## config.mk

```make
export PLATFORM = sky130hd
export DESIGN_NAME = sad_engine
export DESIGN_NICKNAME = d
export VERILOG_FILES = /design/src/rtl/sad_pkg.sv /design/src/rtl/sad_absdiff.sv /design/src/rtl/sad_ctrl.sv /design/src/rtl/sad_datapath.sv /design/src/rtl/sad_engine.sv
export SDC_FILE = /design/constraint.sdc
export NUM_CORES = 1
export LEC_CHECK = 0
export BUFFER_PORTS_ARGS = -buffer_cell sky130_fd_sc_hd__buf_2
export CAP_MARGIN = 20
export CORE_MARGIN = 2
export CORE_UTILIZATION = 53
export CTS_CLUSTER_DIAMETER = 60
export DETAILED_ROUTE_END_ITERATION = 12
export PLACE_DENSITY = 0.77
export SLEW_MARGIN = 20
export SYNTH_ARGS = -nofsm -noshare
export SYNTH_HDL_FRONTEND = slang
export SYNTH_SLANG_ARGS = --single-unit
```

## constraint.sdc

```tcl
create_clock -name clk_i -period 2.25 [get_ports clk_i]
set_input_delay 0 -clock clk_i [delete_from_list [all_inputs] [get_ports clk_i]]
set_output_delay 0 -clock clk_i [all_outputs]
set_load 0.01 [all_outputs]
```

## src/rtl/sad_pkg.sv

```systemverilog
package sad_pkg;
  typedef enum logic [2:0] {
    ST_IDLE,
    ST_INIT,
    ST_TEST,
    ST_ACC,
    ST_DONE
  } sad_state_e;
endpackage

```

## src/rtl/sad_absdiff.sv

```systemverilog
module sad_absdiff #(
  parameter int DATA_W = 8
) (
  input  logic [DATA_W-1:0] a_i,
  input  logic [DATA_W-1:0] b_i,
  output logic [DATA_W-1:0] diff_o
);
  // larger minus smaller keeps the result unsigned
  always_comb begin
    if (a_i >= b_i) diff_o = a_i - b_i;
    else            diff_o = b_i - a_i;
  end
endmodule

```

## src/rtl/sad_ctrl.sv

```systemverilog
module sad_ctrl
  import sad_pkg::*;
(
  input  logic clk_i,
  input  logic rst_ni,
  input  logic go_i,
  input  logic idx_done_i,
  output logic clr_o,
  output logic acc_o,
  output logic load_o
);
  sad_state_e state_q, state_d;

  always_ff @(posedge clk_i or negedge rst_ni) begin
    if (!rst_ni) state_q <= ST_IDLE;
    else         state_q <= state_d;
  end

  always_comb begin
    state_d = state_q;
    unique case (state_q)
      ST_IDLE: if (go_i) state_d = ST_INIT;
      ST_INIT: state_d = ST_TEST;
      ST_TEST: state_d = idx_done_i ? ST_DONE : ST_ACC;
      ST_ACC:  state_d = ST_TEST;
      ST_DONE: state_d = ST_IDLE;
      default: state_d = ST_IDLE;
    endcase
  end

  assign clr_o  = (state_q == ST_INIT);
  assign acc_o  = (state_q == ST_ACC);
  assign load_o = (state_q == ST_DONE);
endmodule

```

## src/rtl/sad_datapath.sv

```systemverilog
module sad_datapath #(
  parameter int DATA_W = 8,
  parameter int DEPTH  = 256,
  parameter int SUM_W  = 32,
  parameter int IDX_W  = $clog2(DEPTH + 1)
) (
  input  logic              clk_i,
  input  logic              rst_ni,
  input  logic              clr_i,
  input  logic              acc_i,
  input  logic              load_i,
  input  logic [DATA_W-1:0] a_data_i,
  input  logic [DATA_W-1:0] b_data_i,
  output logic [IDX_W-1:0]  idx_o,
  output logic              idx_done_o,
  output logic [SUM_W-1:0]  sad_o
);
  localparam logic [IDX_W-1:0] LAST_IDX = IDX_W'(DEPTH);

  logic [IDX_W-1:0]  idx_q;
  logic [SUM_W-1:0]  sum_q, sad_q;
  logic [DATA_W-1:0] diff;

  sad_absdiff #(.DATA_W(DATA_W)) absdiff_i (
    .a_i    (a_data_i),
    .b_i    (b_data_i),
    .diff_o (diff)
  );

  always_ff @(posedge clk_i or negedge rst_ni) begin
    if (!rst_ni) begin
      idx_q <= '0;
      sum_q <= '0;
    end else if (clr_i) begin
      idx_q <= '0;
      sum_q <= '0;
    end else if (acc_i) begin
      idx_q <= idx_q + 1'b1;
      sum_q <= sum_q + SUM_W'(diff);
    end
  end

  always_ff @(posedge clk_i or negedge rst_ni) begin
    if (!rst_ni)     sad_q <= '0;
    else if (load_i) sad_q <= sum_q;
  end

  assign idx_o      = idx_q;
  assign idx_done_o = (idx_q >= LAST_IDX);
  assign sad_o      = sad_q;
endmodule

```

## src/rtl/sad_engine.sv

```systemverilog
module sad_engine #(
  parameter int DATA_W = 8,
  parameter int DEPTH  = 256,
  parameter int SUM_W  = 32,
  parameter int IDX_W  = $clog2(DEPTH + 1)
) (
  input  logic              clk_i,
  input  logic              rst_ni,
  input  logic              go_i,
  output logic [IDX_W-1:0]  addr_o,
  output logic              rd_en_o,
  input  logic [DATA_W-1:0] a_data_i,
  input  logic [DATA_W-1:0] b_data_i,
  output logic [SUM_W-1:0]  sad_o
);
  logic clr, acc, load, idx_done;

  sad_ctrl ctrl_i (
    .clk_i      (clk_i),
    .rst_ni     (rst_ni),
    .go_i       (go_i),
    .idx_done_i (idx_done),
    .clr_o      (clr),
    .acc_o      (acc),
    .load_o     (load)
  );

  sad_datapath #(
    .DATA_W (DATA_W),
    .DEPTH  (DEPTH),
    .SUM_W  (SUM_W),
    .IDX_W  (IDX_W)
  ) dp_i (
    .clk_i      (clk_i),
    .rst_ni     (rst_ni),
    .clr_i      (clr),
    .acc_i      (acc),
    .load_i     (load),
    .a_data_i   (a_data_i),
    .b_data_i   (b_data_i),
    .idx_o      (addr_o),
    .idx_done_o (idx_done),
    .sad_o      (sad_o)
  );

  assign rd_en_o = acc;
endmodule

```

# After elaboration in Yosys (flattened, before gate mapping)
# Index checks and enable logic that the tools add are counted.
# W data, S select, Z words.
word_totals:
  mem_count: 0
  ramBits: 0
  latchBits: 0
  mem_bits_ro: 0
  reg_bits: 76
  word_cells: 26
  inputBits: 19
op_classes:
  n_eq_ne: 5
  reduce_logical: 3
  addsub: 4
  n_div: 0
  order_cmp: 2
  mux: 8
  n_shift: 0
  n_mul: 0
  bitwise_logic: 0
ops:
  columns: ["operator", "count"]
  rows:
  - ["$mux W32", 2]
  - ["$add A32 B8 Y32", 1]
  - ["$mux W9", 2]
  - ["$sub A8 B8 Y8", 2]
  - ["$add A9 B1 Y9 const B", 1]
  - ["$ge A9 B9 Y1 const B", 1]
  - ["$pmux W3 S3", 1]
  - ["$ge A8 B8 Y1", 1]
  - ["$mux W8", 1]
  - ["$eq A3 B2 Y1 const B", 2]
  - ["$mux W3", 2]
  - ["$eq A3 B1 Y1 const B", 1]
  - ["$eq A3 B3 Y1 const B", 1]
  - ["$logic_not A3 Y1", 1]
  - ["$ne A2 B2 Y1 const B", 1]
  - ["$reduce_bool A2 Y1", 1]
  - ["$reduce_or A2 Y1", 1]

# Longest topological paths before layout
depth:
  ltp_word: 5
  ltp_mapped: 16
  mapped_depth_nobuf: 15

# By module
# A second synthesis with hierarchy kept.
hier_totals:
  hier_cells: 407
  area_unflattened_um2: 4320.4
modules_own_cells:
  columns: ["module", "seq_area_each_um2", "area_each_um2", "n_inst", "cells_per_inst"]
  rows:
  - ["sad_datapath", 1826.8, 3529.6, 1, 313]
  - ["sad_absdiff", 0.0, 651.9, 1, 81]
  - ["sad_ctrl", 75.1, 138.9, 1, 13]

# Worst setup path after synthesis
# No wires, ideal clock.
synth_timing:
  path_kind: "input to register"
  startpoint: "in a_data_i[0]"
  endpoint: "reg dp_i.sum_q[15]"
  cell_stages: 15
  t_arrival_ps: 3419
  t_required_ps: 2124
  setup_ps: 126
  path_slack_ps: -1295
  path_cell_list: "inv_1 -> ha_1 -> inv_1 -> fa_1 -> nand3_1 -> a311oi_1 -> a211oi_2 -> mux2_2 -> a311oi_1 -> ha_1 -> a21o_1 -> a21o_1 -> a22o_1 -> and3_1 -> a221o_1"
synth_between:
  elab_chain_len: 5
  word_cells_on_any_way: 7
  classes_between: "3 x add/sub; 1 x order compare; 3 x mux"
synth_rtl:
  columns: ["item", "line_no", "text"]
  rows:
  - ["from (decl)", "sad_engine.sv:12", "input logic [DATA_W-1:0] a_data_i,"]
  - ["$sub A8 B8 Y8 (tied with other cells)", "sad_absdiff.sv:11", "else diff_o = b_i - a_i;"]
  - ["$mux W8 *", "sad_absdiff.sv:10", "if (a_i >= b_i) diff_o = a_i - b_i;"]
  - ["$add A32 B8 Y32 *", "sad_datapath.sv:39", "sum_q <= sum_q + SUM_W'(diff);"]
  - ["$mux W32 *", "sad_datapath.sv:37", "end else if (acc_i) begin"]
  - ["$mux W32 *", "sad_datapath.sv:34", "end else if (clr_i) begin"]
  - ["to (signal assigned)", "sad_datapath.sv:39", null]
  - ["to (decl)", "sad_datapath.sv:21", "logic [SUM_W-1:0] sum_q, sad_q;"]
# Every way passes the cells marked *; elsewhere a longest branch is shown, timed or not. The select of a mux whose other input is x is not followed.
# A chain may end at the register's enable or synchronous reset.

# Final worst setup path
layout_timing:
  startpoint: "in a_data_i[0]"
  endpoint: "reg dp_i.sum_q[25]"
# The elaborated chain is that of the path after synthesis.

==> flow_summary.ini <==
[synth]
ys_types = 61
syn_nets = 512
ys.flop_type = dfrtp_1
async_flop_share_pct = 100.0
ys_ff_latch = 76
yosys_warnings = 0
syn-instance-count = 463
synth_area_sq_mm = 0.004599
synth-edff-count = 0
seq_area_frac_synth_pct = 41.35
syn_area_per_cell_sq_um = 9.934

[cells_and_area]
seqCellArea_sq_mm = 0.001902
drive_gt1_share_pct = 42.83
layout.nets = 644
multi_input_area_sq_mm = 0.002813
antennaDiodeCount = 0
syn_to_final_growth_pct = 33.08
fin_util_pct = 73.75
num-fill-cells = 561
fin_area_sq_mm = 0.006121

[sta]
final_max_slew_viol_count = 0
timing.slew.headroom_pct = 34.84
setup_slack_ns = -0.8407
fin_worst_skew_ns = 0.01027
finalSetupViolCount = 29
hold_viol = 0
fmax_mhz = 323.5
period_minus_slack_ns = 3.091
rsz0062_at_grt = true
period_share_pct = 137.4
worst_pin_slew_ns = 0.9775

[floorplanning]
die_x_um = 97.16
dieArea_sq_mm = 0.009439
ios = 61
die_h_um = 97.16
row_count = 33
coreArea_sq_mm = 0.008299
start_util_pct = 55.42

[critical_path]
crit_path_max_fanout = 5
startpoint_type = input pin
crit_path_end_kind = flop
rr_worst_depth = 9
required_ns = 2.50
worstSetupPathType = in -> reg
crit_arrival_ns = 3.34
r2r_setup_slack_ns = -0.12

[pwr]
p_per_area_mw_per_mm2 = 921.1
swShare_pct = 39.97
p_comb_share_pct = 49.8
max-vdd-ir-drop_mv = 0.5320
sequentialPowerShare_pct = 32.6
p_clk_share_pct = 17.6
switchingPower_mw = 2.254
p_int_mw = 3.384
p_leak_nw = 3.028

[grt]
overflow = 0
grt_pass1_vias = 4170
grt_pass1_wl_um = 20600
grtUsageTotal_pct = 26.52
grt_start_max_net_pins = 77
antenna_found_initial = 0

[placement]
dpl_worst_slack_ns = -1.241
hpwl_um = 8471
placed_area_sq_mm = 0.005578
portBuffers = 60
gp_routability_congestion = 0.9289

[detailed_routing]
route.detailed.drc = 0
wirelength_um = 12430
routedWlPerCell_um = 17.64
ant_nets = 0
vias = 4201
drt_iter0_drc = 310
drt-vias-per-instance = 5.959
drtPass1Iterations = 5

[clock_network]
cts_tree = done
clock-sinks = 76
h-tree-depth = 3
cts-root-buf = clkbuf_8
cts_made_buffers = 9
clk_latency_ns = 0.35
clk_path_buf_depth = 2
path_clk_slew_ns = 0.09

[status]
violations = negative setup slack
outcome = finished, violations left

[hold_path]
hold_path.class = in -> reg
min_path_cells = 6

[flow_run]
cap_violations = 0
-- cells by family after synthesis --
kind of cell	synth area share (%)
compound gates	15.15
simple gates	16.38
xor+xnor	2.666
fa+ha+maj	8.651
buf+inv	5.087
mux	10.72
flops	41.35
-- placed cells by master, fill, tap and decap left out, drive strengths merged, types with 6 or more instances in the layout --
cell type / synthesis / routed
a21o: 10 / 10
nor3: 20 / 20
inv: 29 / 30
and3: 7 / 7
o21ai: 17 / 17
xor2: 6 / 6
mux2i: 11 / 11
nand4: 12 / 12
xnor2: 8 / 8
dfrtp: 76 / 76
or3: 7 / 7
nand2: 46 / 46
a31o: 6 / 6
ha: 27 / 27
nor2: 21 / 21
mux2: 34 / 34
buf: 12 / 140
clkbuf: 10 / 11
a31oi: 5 / 6
a21oi: 26 / 26
nand3: 15 / 15
-- registers in the layout, summed over array words and instances, names as in the netlist --
| register | count |
|---|---|
| ctrl_i.state_q | 3 |
| dp_i.sad_o | 32 |
| dp_i.idx_o | 9 |
| dp_i.sum_q | 32 |
-- synth_stat cells (all sizes together) (4+ instances only) --
library cell | n | area, sq um
or3 | 7 | 48.80
clkbuf | 10 | 57.56
xnor2 | 8 | 70.07
buf | 12 | 63.81
dfrtp | 76 | 1902
a21o | 10 | 75.07
ha | 27 | 337.8
a31o | 6 | 52.55
nor3 | 20 | 110.1
a31oi | 5 | 31.28
nand4 | 12 | 81.33
inv | 29 | 108.9
and3 | 7 | 45.05
a21oi | 26 | 130.1
or4 | 4 | 31.28
mux2i | 11 | 110.1
nor2 | 21 | 78.83
mux2 | 34 | 382.9
nand2 | 46 | 172.7
o21ai | 17 | 85.08
a211oi | 4 | 35.03
a221o | 5 | 50.05
xor2 | 6 | 52.55
nand2b | 5 | 31.28
nand3 | 15 | 75.07
-- per-stage QoR --
| stage | total power, mW | std cells | hold slack [ns] | TNS (ns) |
|---|---|---|---|---|
| after global routing | 5.979 | 705 | 0.3324 | -22.48 |
| after detailed placement | 4.159 | 677 | 0.2149 | -31.38 |
| after CTS | 5.341 | 701 | 0.2895 | -16.60 |
| after floorplan | 3.178 | 463 | -0.2956 | -20.11 |
| after global placement | 4.033 | 677 | 0.2040 | -28.49 |
| final | 5.638 | 705 | 0.3195 | -19.42 |
-- per-layer routing --
| layer | vias to the layer above | share of wire (%) | global-route usage [%] |
|---|---|---|---|
| li1 | 1936 | - | - |
| met1 | 2059 | 41 | 34.68 |
| met2 | 177 | 51 | 44.93 |
| met3 | 29 | 6.1 | 5.180 |
| met4 | 0 | 1.9 | 7.692 |
| met5 | - | 0 | 0 |
-- worst paths after layout --
path / end / from
max: dp_i.sum_q[25]$_DFFE_PN0P_ / a_data_i[0]
min reg2reg: dp_i.sad_o[3]$_DFFE_PN0N_ / dp_i.sad_o[3]$_DFFE_PN0N_
min in group asynchronous: dp_i.idx_o[4]$_DFFE_PN0P_ / rst_ni
max in group asynchronous: dp_i.sum_q[12]$_DFFE_PN0P_ / rst_ni
min: dp_i.sum_q[0]$_DFFE_PN0P_ / b_data_i[0]
max reg2reg: dp_i.sum_q[30]$_DFFE_PN0P_ / dp_i.sum_q[0]$_DFFE_PN0P_
-- power by group through the flow --
stage / sequential [mW] / combinational (mW) / clock, mW
4_1_cts: 1.83 / 2.52 / 1.00
6_report: 1.84 / 2.81 / 0.992
5_1_grt: 1.87 / 3.04 / 1.07
2_1_floorplan: 1.79 / 1.38 / 0
3_3_place_gp: 1.83 / 2.20 / 0
3_5_place_dp: 1.85 / 2.31 / 0
-- cell type report --
cell class                 count  area share (%)
inverter                      30           2.044
multi-input combinational    336           45.95
clock inverter                 5          0.5724
clock buffer                  11           2.473
sequential                    76           31.07
timing repair buffer         142           15.74
tap                          105           2.146
-- repair_timing --
item,CTS,global route
setup buffers,6,3
hold endpoints to repair,77,0
setup endpoints to repair,29,29
pin swaps,23,14
gates cloned,0,1
gates resized for setup,31,20
hold buffers,2,0
-- critical path, cell delays in order --
cell      delay, ns
buf_12         0.11
inv_12         0.04
ha_4           0.12
inv_2          0.04
fa_2           0.34
nand3_2        0.10
a311oi_4       0.12
a211oi_4       0.21
buf_6          0.17
mux2i_2        0.22
xnor2_1        0.18
ha_1           0.31
a21o_1         0.20
a221o_1        0.39
a22oi_2        0.39
nor3_1         0.10
a221o_1        0.30
No activity file was read; power rests on OpenSTA's default activity.
